===== config.mk =====
export PLATFORM = sky130hd
export DESIGN_NAME = sclwave_gen
export DESIGN_NICKNAME = d
export VERILOG_FILES = /design/src/rtl/sclwave_pkg.sv /design/src/rtl/sclwave_cfg.sv /design/src/rtl/sclwave_timer.sv /design/src/rtl/sclwave_strobes.sv /design/src/rtl/sclwave_gen.sv
export SDC_FILE = /design/constraint.sdc
export NUM_CORES = 1
export LEC_CHECK = 0
export BUFFER_PORTS_ARGS = -buffer_cell sky130_fd_sc_hd__buf_2
export CAP_MARGIN = 0
export CORE_MARGIN = 2
export CORE_UTILIZATION = 30
export DETAILED_ROUTE_END_ITERATION = 7
export PLACE_DENSITY = 0.53
export SYNTH_ARGS = -nofsm -noshare
export SYNTH_HDL_FRONTEND = slang
export SYNTH_SLANG_ARGS = --single-unit

===== constraint.sdc =====
create_clock -name clk -period 4.6 [get_ports clk]
set_clock_uncertainty 0.1 [all_clocks]
set_input_delay 0.92 -clock clk [delete_from_list [all_inputs] [get_ports clk]]
set_output_delay 0.92 -clock clk [all_outputs]
set_load 0.03 [all_outputs]

===== src/rtl/sclwave_pkg.sv =====
package sclwave_pkg;

  typedef enum logic {
    PH_LOW  = 1'b0,
    PH_HIGH = 1'b1
  } phase_e;

  // Cycles in one phase: divisor scaled by the prescaler, plus fixed overhead.
  function automatic int unsigned phase_cycles(input int unsigned div,
                                               input int unsigned expo,
                                               input int unsigned off);
    return (div << expo) + off;
  endfunction

  // Limit a programmed exponent to the largest one the divider supports.
  function automatic int unsigned clamp_exp(input int unsigned expo,
                                            input int unsigned emax);
    return (expo > emax) ? emax : expo;
  endfunction

endpackage


===== src/rtl/sclwave_cfg.sv =====
module sclwave_cfg #(
  parameter int DIV_W   = 8,
  parameter int EXP_W   = 3,
  parameter int EXP_MAX = 5,
  localparam int CFG_W  = 2 * DIV_W + EXP_W
) (
  input  logic             clk,
  input  logic             rst_n,
  input  logic             we,
  input  logic [CFG_W-1:0] wdata,
  input  logic             load,
  output logic [DIV_W-1:0] act_lo,
  output logic [DIV_W-1:0] act_hi,
  output logic [EXP_W-1:0] act_exp
);
  import sclwave_pkg::*;

  logic [DIV_W-1:0] pend_lo, pend_hi;
  logic [EXP_W-1:0] pend_exp, wr_exp;

  // Clamp on entry so the active exponent is always legal.
  always_comb
    wr_exp = EXP_W'(clamp_exp(32'(wdata[CFG_W-1:2*DIV_W]), EXP_MAX));

  always_ff @(posedge clk or negedge rst_n) begin
    if (!rst_n) begin
      pend_lo  <= '0;
      pend_hi  <= '0;
      pend_exp <= '0;
    end else if (we) begin
      pend_lo  <= wdata[DIV_W-1:0];
      pend_hi  <= wdata[2*DIV_W-1:DIV_W];
      pend_exp <= wr_exp;
    end
  end

  // Commit the shadow word only when the timer reports a boundary.
  always_ff @(posedge clk or negedge rst_n) begin
    if (!rst_n) begin
      act_lo  <= '0;
      act_hi  <= '0;
      act_exp <= '0;
    end else if (load) begin
      act_lo  <= pend_lo;
      act_hi  <= pend_hi;
      act_exp <= pend_exp;
    end
  end

  p_exp_clamped_r4: assert property (@(posedge clk) disable iff (!rst_n)
    32'(act_exp) <= EXP_MAX);

  p_hold_between_loads_r8: assert property (@(posedge clk) disable iff (!rst_n)
    !$past(load) |-> $stable(act_lo) && $stable(act_hi) && $stable(act_exp));

endmodule


===== src/rtl/sclwave_timer.sv =====
module sclwave_timer #(
  parameter int DIV_W  = 8,
  parameter int EXP_W  = 3,
  parameter int OFFSET = 4,
  parameter int LEN_W  = 16
) (
  input  logic              clk,
  input  logic              rst_n,
  input  logic              enable,
  input  logic [DIV_W-1:0]  act_lo,
  input  logic [DIV_W-1:0]  act_hi,
  input  logic [EXP_W-1:0]  act_exp,
  output logic              running,
  output sclwave_pkg::phase_e phase,
  output logic [LEN_W-1:0]  cnt,
  output logic [LEN_W-1:0]  len,
  output logic              load
);
  import sclwave_pkg::*;

  logic [DIV_W-1:0] cur_div;
  logic             last;

  always_comb begin
    cur_div = (phase == PH_HIGH) ? act_hi : act_lo;
    len     = LEN_W'(phase_cycles(32'(cur_div), 32'(act_exp), OFFSET));
    last    = running && (cnt == len - LEN_W'(1));
    load    = !enable || !running || last;
  end

  always_ff @(posedge clk or negedge rst_n) begin
    if (!rst_n) begin
      running <= 1'b0;
      phase   <= PH_LOW;
      cnt     <= '0;
    end else if (!enable) begin
      running <= 1'b0;
      phase   <= PH_LOW;
      cnt     <= '0;
    end else if (!running) begin
      running <= 1'b1;
      phase   <= PH_LOW;
      cnt     <= '0;
    end else if (last) begin
      phase   <= (phase == PH_LOW) ? PH_HIGH : PH_LOW;
      cnt     <= '0;
    end else begin
      cnt     <= cnt + LEN_W'(1);
    end
  end

  p_cnt_in_range_r2: assert property (@(posedge clk) disable iff (!rst_n)
    running |-> cnt < len);

  p_idle_cleared_r9: assert property (@(posedge clk) disable iff (!rst_n)
    !running |-> cnt == '0 && phase == PH_LOW);

endmodule


===== src/rtl/sclwave_strobes.sv =====
module sclwave_strobes #(
  parameter int LEN_W = 16
) (
  input  logic                running,
  input  sclwave_pkg::phase_e phase,
  input  logic [LEN_W-1:0]    cnt,
  input  logic [LEN_W-1:0]    len,
  output logic                scl,
  output logic                lo_start,
  output logic                hi_start,
  output logic                lo_mid,
  output logic                hi_mid
);
  import sclwave_pkg::*;

  logic at_start, at_mid;

  always_comb begin
    at_start = running && (cnt == '0);
    at_mid   = running && (cnt == (len >> 1));
    scl      = !running || (phase == PH_HIGH);
    lo_start = at_start && (phase == PH_LOW);
    hi_start = at_start && (phase == PH_HIGH);
    lo_mid   = at_mid && (phase == PH_LOW);
    hi_mid   = at_mid && (phase == PH_HIGH);
  end

  always_comb begin
    p_mid_onehot_r7: assert ($onehot0({lo_mid, hi_mid}));
  end

endmodule


===== src/rtl/sclwave_gen.sv =====
module sclwave_gen #(
  parameter int DIV_W   = 8,
  parameter int EXP_W   = 3,
  parameter int EXP_MAX = 5,
  parameter int OFFSET  = 4,
  localparam int CFG_W  = 2 * DIV_W + EXP_W,
  localparam int LEN_W  = DIV_W + EXP_MAX + 2
) (
  input  logic             clk,
  input  logic             rst_n,
  input  logic             enable,
  input  logic             cfg_we,
  input  logic [CFG_W-1:0] cfg_wdata,
  output logic             scl_o,
  output logic             lo_start_o,
  output logic             hi_start_o,
  output logic             lo_mid_o,
  output logic             hi_mid_o
);
  import sclwave_pkg::*;

  logic [DIV_W-1:0] act_lo, act_hi;
  logic [EXP_W-1:0] act_exp;
  logic             running, load;
  phase_e           phase;
  logic [LEN_W-1:0] cnt, len;

  sclwave_cfg #(.DIV_W(DIV_W), .EXP_W(EXP_W), .EXP_MAX(EXP_MAX)) u_cfg (
    .clk(clk), .rst_n(rst_n), .we(cfg_we), .wdata(cfg_wdata), .load(load),
    .act_lo(act_lo), .act_hi(act_hi), .act_exp(act_exp)
  );

  sclwave_timer #(.DIV_W(DIV_W), .EXP_W(EXP_W), .OFFSET(OFFSET), .LEN_W(LEN_W)) u_timer (
    .clk(clk), .rst_n(rst_n), .enable(enable),
    .act_lo(act_lo), .act_hi(act_hi), .act_exp(act_exp),
    .running(running), .phase(phase), .cnt(cnt), .len(len), .load(load)
  );

  sclwave_strobes #(.LEN_W(LEN_W)) u_strobes (
    .running(running), .phase(phase), .cnt(cnt), .len(len),
    .scl(scl_o), .lo_start(lo_start_o), .hi_start(hi_start_o),
    .lo_mid(lo_mid_o), .hi_mid(hi_mid_o)
  );

  p_disable_releases_r9: assert property (@(posedge clk) disable iff (!rst_n)
    !enable |=> scl_o && !lo_start_o && !hi_start_o && !lo_mid_o && !hi_mid_o);

  p_enable_starts_low_r5: assert property (@(posedge clk) disable iff (!rst_n)
    enable && !running |=> !scl_o && lo_start_o);

  p_fall_has_start_r6: assert property (@(posedge clk) disable iff (!rst_n)
    $fell(scl_o) |-> lo_start_o);

  p_rise_has_start_r6: assert property (@(posedge clk) disable iff (!rst_n)
    $rose(scl_o) && $past(enable) |-> hi_start_o);

  p_starts_exclusive_r6: assert property (@(posedge clk) disable iff (!rst_n)
    !(lo_start_o && hi_start_o));

endmodule


==> impl_metrics.csv, run 1 <==
group,metric,value,unit
clock_network,clock_tree.root_cell,"clkbuf_16",
power_and_ir_drop,power_per_cell_area,318.2,nW/um^2
worst_setup_path,reg2reg_from,"u_timer.phase$_DFFE_PN0P_",
synthesis,yosysTopAreaCellShare,0.3334,
power_and_ir_drop,max-vdd-ir-drop,0.0002236,V
layout,final_nets,470,
place,dpl.hpwl,7416,um
worst_setup_path,setup.reg_to_reg.worst_slack,280,ps
layout,final_area,4810,sq um
routing,ant_nets,0,
synthesis,netlist.top_cell.by_area,"dfrtp_1",
routing,remaining_drc_errors,0,
synthesis,seq_area_frac_synth,0.3334,
worst_setup_path,end_kind,"primary output",
clock_network,insertion_delay,300,ps
place,gp_congestion,0.8588,
worst_setup_path,data_required_time_at_the_worst_endpoint,3580,ps
routing,routed_via_density,5.142,
clock_network,cts_tree,"done",
clock_network,clkTransAtPathRegs,70,ps
synthesis,yosys-mux-area-fraction,0.1791,
clock_network,cts_hold_buf,0,
worst_setup_path,worst-endpoint-arrival,3530,ps
clock_network,clk_sinks,55,
synthesis,post_synth_inst_count,404,
layout,area.growth.synth_to_final,16.52,%
hold_path,number_of_cells_on_the_worst_hold_path,1,
worst_setup_path,rr_worst_depth,16,
synthesis,compound_gate_fraction_of_synth_area,0.1219,
floorplan,placementRows,42,
worst_setup_path,timing.setup.critical_path_class,"reg -> out",
sta,hold_violations,0,
synthesis,synth-seq-cells,55,
worst_setup_path,startpoint,"u_timer.phase$_DFFE_PN0P_",
synthesis,count_of_unique_library_cells_instantiated_by_yosys,74,
synthesis,synth-simple-area-share,0.1870,
place,pre_cts_slack,78.26,ps
sta,setup_viol_count_final,0,
global_routing,initial_antenna_violation_count,0,
sta,holdWs,409.8,ps
synthesis,adder_cell_fraction_of_synth_area,0.01516,
sta,max_freq,219.7,MHz
layout,filler_cell_count,1364,
routing,average_wire_per_standard_cell,15.79,um
floorplan,coreArea,13350,sq um
layout,final_layout_size_suffix_gt1_frac,0.3205,
worst_setup_path,crit_path_start_kind,"register",
global_routing,grt_first_pass_wirelength,15860,um
hold_path,worst_hold_startpoint,"u_cfg.pend_hi[5]$_DFFE_PN0P_",
synthesis,synth.most_common_cell,"dfrtp_1",
layout,antenna_cells,0,
synthesis,yosys.area_share.xor_xnor,0.1152,
clock_network,max-clock-path-buffers,2,
floorplan,num_io_pins,28,
floorplan,fp.dieArea,14710,sq um
layout,layoutNonFillerInstCount,619,
global_routing,grt_start_max_net_pins,56,
layout,core_utilization_of_the_finished_layout,0.3603,
place,place.port_buffers,27,
sta,fin_tns_setup,0,ps
worst_setup_path,critPathMaxFanout,6,
synthesis,synth_top_family_by_area,"simple AND/OR/NAND/NOR gates",
clock_network,tritoncts.num_buffers,5,
clock_network,ctsHtreeMaxLevel,2,
sta,final_critical_path_share_of_the_clock_period,0.9897,
synthesis,synth_warn,0,
layout,area.sequential,1378,sq um
sta,tightestPinTransition,692.7,ps
place,place_inst,600,
synthesis,mappedNetlistNets,432,
synthesis,predominant_post_synthesis_flop_cell,"dfrtp_1",
floorplan,chipHeight,121.3,um
routing,routed_wl,9777,um
synthesis,asyncSetResetFlopFracSynth,1.000,
synthesis,synth.avg_cell_area,10.22,sq um
floorplan,chipWidth,121.3,um
global_routing,grt-ovfl-total,0,
routing,initialDrtViolationCount,204,
layout,multi_input_comb_area,2658,sq um
floorplan,initial_utilization,0.3092,
synthesis,synth_area,4128,sq um
global_routing,globalRouteTotalUtil,0.1354,
sta,grt_setup_unrepaired,"yes",
global_routing,vias_in_the_first_global_route,3052,
synthesis,synthTopCellsByArea,"dfrtp_1 (33%), xnor2_1 (7.2%), mux2_2 (6.8%), mux2_4 (5.5%), mux4_2 (4.9%)",
hold_path,timing.hold.worst.class,"reg -> reg",
sta,max_slew_margin,0.5382,
synthesis,synth_enable_flop_cells,0,
power_and_ir_drop,static-leakage-power,1.891,nW
sta,layout_min_cycle_time,4553,ps
place,placed_area,4468,sq um
synthesis,synthTopCellsByCount,"dfrtp_1 (55), nor2_1 (36), xnor2_1 (34)",
sta,post-route-worst-setup-slack,47.39,ps
run_status,status,"complete, no violations",
hold_path,timing.hold.worst_endpoint,"u_cfg.act_hi[5]$_DFFE_PN0P_",
routing,dr.pass1.iters,4,
routing,num_vias,3183,
worst_setup_path,r2r-end,"u_timer.cnt[12]$_DFF_PN0_",
power_and_ir_drop,totalPowerFinal,1.530,mW
run,max-cap-violations,0,
sta,final-max-slew-violation-count,0,
[routing by layer]
layer	vias to the layer above	wire length, um	track usage
met5	-	0	0
met4	0	263	0.04957
met3	20	276	0.01645
met2	64	4628	0.2152
met1	1560	4608	0.1891
li1	1539	-	-
[worst max-delay path, cell delays in order (launching register included)]
cell       delay [ps]
dfrtp_2           450
mux4_2            590
mux2i_1           190
nor2_2             80
ha_2              240
inv_2              80
a21o_4            150
nor2_4             50
xnor2_2           260
xnor2_2           120
nor4_2            260
nand2_1           120
a2111oi_4         330
and2_1            190
buf_6             130
[registers in the layout, indices dropped and copies added, names as in the netlist]
signal           cells
u_timer.running      1
u_timer.phase        1
u_cfg.pend_lo        8
u_cfg.act_lo         8
u_cfg.pend_hi        8
u_cfg.pend_exp       3
u_timer.cnt         15
u_cfg.act_hi         8
u_cfg.act_exp        3
[area by class of cell]
| cell class | count | share of cell area |
|---|---|---|
| multi-input combinational | 313 | 0.5525 |
| sequential | 55 | 0.2864 |
| timing repair buffer | 56 | 0.07596 |
| tap | 176 | 0.04579 |
| clock buffer | 5 | 0.02601 |
| inverter | 11 | 0.008585 |
| clock inverter | 3 | 0.004683 |
[logic make-up after synthesis]
family	count (synthesis)
fa+ha+maj	5
flops	55
simple gates	143
xor+xnor	51
compound gates	61
mux	52
buf+inv	37
[worst max-delay path by stage]
stage	end	slack, ps	cells after the start
final	hi_mid_o	50	14
after global routing	lo_mid_o	-150	14
after CTS	hi_mid_o	10	14
after detailed placement	hi_mid_o	80	13
after global placement	u_cfg.act_lo[4]$_DFFE_PN0P_	160	15
after floorplan	hi_mid_o	80	15
[power by group]
group          leakage (nW)  switching [mW]  internal [mW]
sequential            0.678          0.0417          0.523
clock                0.0742           0.173          0.204
combinational          1.14           0.313          0.275
total                  1.89           0.528           1.00
[placed cells by master (no fill, tap or decap), types with 7 or more instances in the layout]
cell type,instances
mux2_4,15
buf_2,25
o21ai_0,11
xnor2_1,33
xor2_1,14
nand2_1,25
inv_1,9
nor2_1,34
nand3_1,20
and2_1,7
mux4_2,9
nand4_1,7
mux2_2,25
nor3_1,8
dfrtp_1,54
a21oi_1,8
buf_4,29
[what timing repair did]
item	in CTS	in global routing
buffers inserted	0	10
gates cloned	0	1
resized for setup	5	20
endpoints found under the hold margin	0	0
setup endpoints to repair	2	36
pin swaps	1	14
No activity file was read; power rests on OpenSTA's default activity.
==> inputs of run 2 (changes only) <==
Settings changed: CORE_MARGIN 2 to 3, GPL_TIMING_DRIVEN from default to 0.
==> run 2 against run 1 <==
Via count is 3.6% higher. Worst hold slack worse by 4.3 ps. Wire length rose by 2.9%. Register-to-register slack got worse by 80 ps. Highest routed layer unchanged. Die area is 3.3% higher. Final cell count is 3.4% higher. Combinational power grew 7.0%.
==> impl_metrics.csv, run 2 (same netlist as run 1, synthesis figures left out) <==
group,metric,value,unit
floorplan,num_io_pins,28,
sta,post-route-worst-setup-slack,76.53,ps
global_routing,grt-ovfl-total,0,
global_routing,grt_first_pass_wirelength,16080,um
layout,area.sequential,1376,sq um
clock_network,max-clock-path-buffers,2,
layout,area.growth.synth_to_final,22.37,%
sta,layout_min_cycle_time,4523,ps
routing,maxUsedRoutingLayer,"met4",
sta,setup_viol_count_final,0,
power_and_ir_drop,max-vdd-ir-drop,0.0003044,V
clock_network,ctsHtreeMaxLevel,2,
layout,largest-register,"u_timer.cnt",
worst_setup_path,rr_worst_depth,18,
worst_setup_path,r2r-end,"u_cfg.act_exp[0]$_DFFE_PN0P_",
hold_path,timing.hold.worst.class,"reg -> reg",
place,place.port_buffers,27,
routing,routed_via_density,5.153,
floorplan,chipHeight,123.3,um
place,place_inst,607,
worst_setup_path,data_required_time_at_the_worst_endpoint,3580,ps
place,dpl.hpwl,7558,um
routing,remaining_drc_errors,0,
worst_setup_path,crit_path_start_kind,"register",
layout,core_utilization_of_the_finished_layout,0.3784,
sta,final-max-slew-violation-count,0,
power_and_ir_drop,static-leakage-power,1.995,nW
floorplan,chipWidth,123.3,um
global_routing,vias_in_the_first_global_route,3106,
worst_setup_path,worst-endpoint-arrival,3500,ps
global_routing,initial_antenna_violation_count,0,
worst_setup_path,end_kind,"primary output",
layout,final_common_cell,"dfrtp_1",
layout,layoutNonFillerInstCount,640,
worst_setup_path,setup.reg_to_reg.worst_slack,200,ps
routing,initialDrtViolationCount,169,
power_and_ir_drop,power_per_cell_area,307.5,nW/um^2
routing,num_vias,3298,
floorplan,coreArea,13350,sq um
clock_network,tritoncts.num_buffers,5,
layout,largest_register_ff_count,15,
routing,wirelength_met1,4577,um
run_status,status,"complete, no violations",
clock_network,cts_hold_buf,0,
routing,average_wire_per_standard_cell,15.71,um
routing,ant_nets,0,
sta,tightestPinTransition,1205,ps
sta,hold_violations,0,
worst_setup_path,startpoint,"u_timer.phase$_DFFE_PN0P_",
sta,max_slew_margin,0.1965,
clock_network,clk_sinks,55,
global_routing,globalRouteTotalUtil,0.1341,
layout,filler_cell_count,1377,
routing,dr.pass1.iters,4,
layout,final_layout_size_suffix_gt1_frac,0.3470,
place,pre_cts_slack,-815.6,ps
clock_network,cts_tree,"done",
global_routing,grt_start_max_net_pins,56,
layout,antenna_cells,0,
routing,routed_wl,10060,um
layout,multi_input_comb_area,2730,sq um
worst_setup_path,critPathMaxFanout,8,
worst_setup_path,setup.worst_path.end,"lo_mid_o",
routing,met2_wirelength,5024,um
routing,detailroute.wirelength.met3,274,um
clock_network,clock_tree.root_cell,"clkbuf_16",
floorplan,fp.dieArea,15200,sq um
sta,max_freq,221.1,MHz
floorplan,placementRows,42,
worst_setup_path,reg2reg_from,"u_timer.phase$_DFFE_PN0P_",
clock_network,insertion_delay,290,ps
sta,fin_tns_setup,0,ps
sta,final_critical_path_share_of_the_clock_period,0.9834,
place,gp_congestion,0.8445,
sta,grt_setup_unrepaired,"yes",
worst_setup_path,timing.setup.critical_path_class,"reg -> out",
clock_network,clkTransAtPathRegs,70,ps
layout,layout_common_cells,"dfrtp_1 (55), nor2_1 (34), xnor2_1 (33)",
floorplan,initial_utilization,0.3092,
run,max-cap-violations,0,
layout,final_nets,491,
## run 2: power breakdown
| part | internal, mW | switching (mW) | total (mW) |
|---|---|---|---|
| clock network | 0.201 | 0.166 | 0.366 |
| registers | 0.524 | 0.0337 | 0.557 |
| logic | 0.289 | 0.340 | 0.629 |
## run 2: repair_timing
| item | CTS | global route |
|---|---|---|
| setup endpoints to repair | 37 | 31 |
| pin swaps | 7 | 10 |
| setup buffers | 10 | 16 |
| resized for setup | 22 | 29 |
| cloned | 0 | 0 |
## run 2: how the worst min path moves through the flow
stage	from	to	slack, ps	cells after the start
CTS	u_cfg.pend_lo[4]$_DFFE_PN0P_	u_cfg.act_lo[4]$_DFFE_PN0P_	410	1
global route	u_cfg.pend_lo[4]$_DFFE_PN0P_	u_cfg.act_lo[4]$_DFFE_PN0P_	430	1
floorplan	u_cfg.pend_lo[0]$_DFFE_PN0P_	u_cfg.pend_lo[0]$_DFFE_PN0P_	370	1
global placement	u_cfg.pend_hi[6]$_DFFE_PN0P_	u_cfg.act_hi[6]$_DFFE_PN0P_	390	1
finish	u_cfg.pend_hi[2]$_DFFE_PN0P_	u_cfg.act_hi[2]$_DFFE_PN0P_	410	1
detailed placement	u_cfg.pend_lo[4]$_DFFE_PN0P_	u_cfg.act_lo[4]$_DFFE_PN0P_	390	1
## run 2: layout make-up
class	count	share of cell area
multi-input cells	312	0.5405
flip-flops and latches	55	0.2725
repair buffers	53	0.07109
well taps	176	0.04360
plain buffers	25	0.03468
clock buffers	5	0.02477
inverters	11	0.008918
clock inverters	3	0.003963
## run 2: per-stage QoR
step	hold slack, ps	power (mW)	area (sq um)
5_1_grt	426.0	1.641	5051
4_1_cts	410.1	1.513	4796
6_report	405.5	1.553	5051
3_5_place_dp	393.8	1.098	4483
2_1_floorplan	374.9	0.9734	4128
3_3_place_gp	394.7	1.086	4483
## run 2: worst max-delay path: stages, from the launching register on
cell	delay, ps
dfrtp_1	370
buf_6	140
mux4_2	390
nand2b_4	70
a21oi_4	190
ha_4	180
inv_4	40
a21o_4	190
buf_6	120
nor4_4	370
and2_4	230
nand3_2	80
o21ai_2	70
a21oi_2	80
a2111oi_4	370
and2_4	200
buf_6	120
## run 2: metal layers
metal | GRT usage | up-vias
li1 | - | 1579
met1 | 0.1814 | 1628
met2 | 0.2260 | 77
met3 | 0.01510 | 14
met4 | 0.04014 | 0
met5 | 0 | -
==> inputs of run 3 (changes only) <==
==> constraint.sdc (replaced) <==
create_clock -name clk -period 4.6 [get_ports clk]
set_clock_uncertainty 0.1 [all_clocks]
set_input_delay 0 -clock clk [delete_from_list [all_inputs] [get_ports clk]]
set_output_delay 0 -clock clk [all_outputs]
set_load 0.03 [all_outputs]
==> run 3 against run 2 <==
Final cell count rose by 0.63%. Worst hold slack worse by 210 ps. Via count is 0.94% lower. Die area is the same. Total power decreased by 4.2%. First-iteration DRC count is 14% lower. Sequential share of layout area grew 0.59 points. Global-route usage fell by 0.26 points. Utilization down 0.81 points. Highest routed layer unchanged.
==> impl_metrics.csv, run 3 (same netlist as run 1, synthesis figures left out) <==
group,metric,value,unit
run_status,status,"complete, no violations",
clock_network,cts_tree,"done",
clock_network,clk_sinks,55,
sta,final_critical_path_share_of_the_clock_period,0.9660,
worst_setup_path,rr_worst_depth,13,
power_and_ir_drop,max-vdd-ir-drop,0.0003071,V
global_routing,initial_antenna_violation_count,0,
sta,post-route-worst-setup-slack,156.4,ps
sta,final-max-slew-violation-count,0,
sta,setup_viol_count_final,0,
worst_setup_path,crit_path_start_kind,"register",
power_and_ir_drop,p_switching,0.5089,mW
global_routing,globalRouteTotalUtil,0.1315,
power_and_ir_drop,static-leakage-power,1.951,nW
clock_network,max-clock-path-buffers,2,
power_and_ir_drop,power_report.internal_total,0.9792,mW
power_and_ir_drop,power.share.switching,0.3420,
layout,largest-register,"u_timer.cnt",
clock_network,insertion_delay,290,ps
power_and_ir_drop,power_frac_comb,0.379,
global_routing,grt_start_max_net_pins,56,
power_and_ir_drop,power_per_cell_area,301.0,nW/um^2
layout,core_utilization_of_the_finished_layout,0.3704,
sta,grt_setup_unrepaired,"no",
clock_network,tritoncts.num_buffers,5,
power_and_ir_drop,share_seq_of_total_power,0.374,
floorplan,coreArea,13350,sq um
worst_setup_path,end_kind,"register",
power_and_ir_drop,totalPowerFinal,1.488,mW
hold_path,timing.hold.worst.class,"in -> reg",
place,gp_congestion,0.8445,
layout,largest_register_ff_count,15,
worst_setup_path,setup.reg_to_reg.worst_slack,160,ps
place,place_inst,607,
sta,tightestPinTransition,1209,ps
routing,dr.pass1.iters,4,
place,pre_cts_slack,-696.0,ps
floorplan,chipHeight,123.3,um
floorplan,chipWidth,123.3,um
layout,area.growth.synth_to_final,19.76,%
worst_setup_path,timing.setup.critical_path_class,"reg -> reg",
place,place.port_buffers,27,
sta,layout_min_cycle_time,4444,ps
global_routing,grt-ovfl-total,0,
routing,initialDrtViolationCount,146,
clock_network,clkTransAtPathRegs,70,ps
worst_setup_path,data_required_time_at_the_worst_endpoint,4680,ps
layout,multi_input_comb_area,2587,sq um
layout,layout_common_cells,"dfrtp_1 (55), nor2_1 (36), xnor2_1 (34)",
worst_setup_path,r2r-end,"u_cfg.act_exp[0]$_DFFE_PN0P_",
floorplan,placementRows,42,
routing,average_wire_per_standard_cell,15.17,um
routing,ant_nets,0,
clock_network,clock_tree.root_cell,"clkbuf_16",
sta,hold_violations,0,
worst_setup_path,reg2reg_from,"u_timer.phase$_DFFE_PN0P_",
routing,num_vias,3267,
layout,layoutNonFillerInstCount,644,
power_and_ir_drop,p_clk_frac,0.247,
layout,filler_cell_count,1370,
worst_setup_path,critPathMaxFanout,10,
global_routing,vias_in_the_first_global_route,3056,
layout,final_nets,495,
layout,final_common_cell,"dfrtp_1",
sta,max_slew_margin,0.1940,
routing,remaining_drc_errors,0,
floorplan,fp.dieArea,15200,sq um
layout,antenna_cells,0,
sta,max_freq,225.0,MHz
floorplan,num_io_pins,28,
routing,routed_via_density,5.073,
routing,routed_wl,9772,um
global_routing,grt_first_pass_wirelength,15820,um
hold_path,number_of_cells_on_the_worst_hold_path,3,
floorplan,initial_utilization,0.3092,
hold_path,worst_hold_startpoint,"cfg_we",
hold_path,timing.hold.worst_endpoint,"u_cfg.pend_exp[1]$_DFFE_PN0P_",
sta,fin_tns_setup,0,ps
layout,area.sequential,1376,sq um
worst_setup_path,worst-endpoint-arrival,4520,ps
run,max-cap-violations,0,
clock_network,ctsHtreeMaxLevel,2,
place,dpl.hpwl,7558,um
layout,final_layout_size_suffix_gt1_frac,0.2650,
## run 3: metrics by stage
step           instance area [sq um]  hold slack (ps)
4_1_cts                         4865            195.2
5_1_grt                         4943            235.8
3_3_place_gp                    4483            74.90
3_5_place_dp                    4483            73.48
6_report                        4943            193.0
2_1_floorplan                   4128           -395.6
## run 3: worst max-delay path by stage
stage                                       startpoint  cells after the start                            to
after floorplan           u_cfg.act_exp[1]$_DFFE_PN0P_                     17  u_cfg.act_exp[2]$_DFFE_PN0P_
after global placement    u_cfg.act_exp[1]$_DFFE_PN0P_                     17  u_cfg.act_exp[0]$_DFFE_PN0P_
after detailed placement  u_cfg.act_exp[1]$_DFFE_PN0P_                     17  u_cfg.act_exp[0]$_DFFE_PN0P_
after CTS                 u_cfg.act_exp[0]$_DFFE_PN0P_                     16  u_cfg.act_exp[0]$_DFFE_PN0P_
after global routing         u_timer.phase$_DFFE_PN0P_                     17  u_cfg.act_exp[0]$_DFFE_PN0P_
final                        u_timer.phase$_DFFE_PN0P_                     13  u_cfg.act_exp[0]$_DFFE_PN0P_
## run 3: power groups by stage
| stage | Clock (mW) | Sequential, mW | Combinational, mW |
|---|---|---|---|
| 2_1_floorplan | 0 | 0.552 | 0.421 |
| 3_3_place_gp | 0 | 0.565 | 0.521 |
| 3_5_place_dp | 0 | 0.567 | 0.531 |
| 4_1_cts | 0.381 | 0.558 | 0.552 |
| 5_1_grt | 0.400 | 0.563 | 0.611 |
| 6_report | 0.367 | 0.557 | 0.564 |
## run 3: cell type report
cell class / count / area share
Clock buffer: 5 / 0.02531
Sequential cell: 55 / 0.2784
Multi-Input combinational cell: 312 / 0.5234
Clock inverter: 3 / 0.004050
Buffer: 25 / 0.03189
Tap cell: 176 / 0.04455
Timing Repair Buffer: 57 / 0.08403
Inverter: 11 / 0.008352
## run 3: critical path: stages (launching register included)
cell	delay [ps]
dfrtp_1	340
buf_6	150
mux4_2	550
and2_1	200
o31ai_1	710
nor2_1	230
a21oi_1	300
o21ai_0	240
o41ai_2	370
a22o_1	220
o2111ai_2	220
nand3_4	200
buf_8	180
mux2_4	300
## run 3: timing repair
action                                  in CTS  in global routing
pin swaps                                    2                  4
endpoints found under the hold margin       76                  0
hold buffers                                22                  0
setup buffers                                0                  8
endpoints found under the setup margin      37                 29
gates resized for setup                      3                  6
## run 3: metal layers
layer,vias up,wire length [um],track usage
li1,1584,-,-
met1,1599,4580,0.1785
met2,74,4719,0.2205
met3,10,301,0.01464
met4,0,170,0.04014
met5,-,0,0
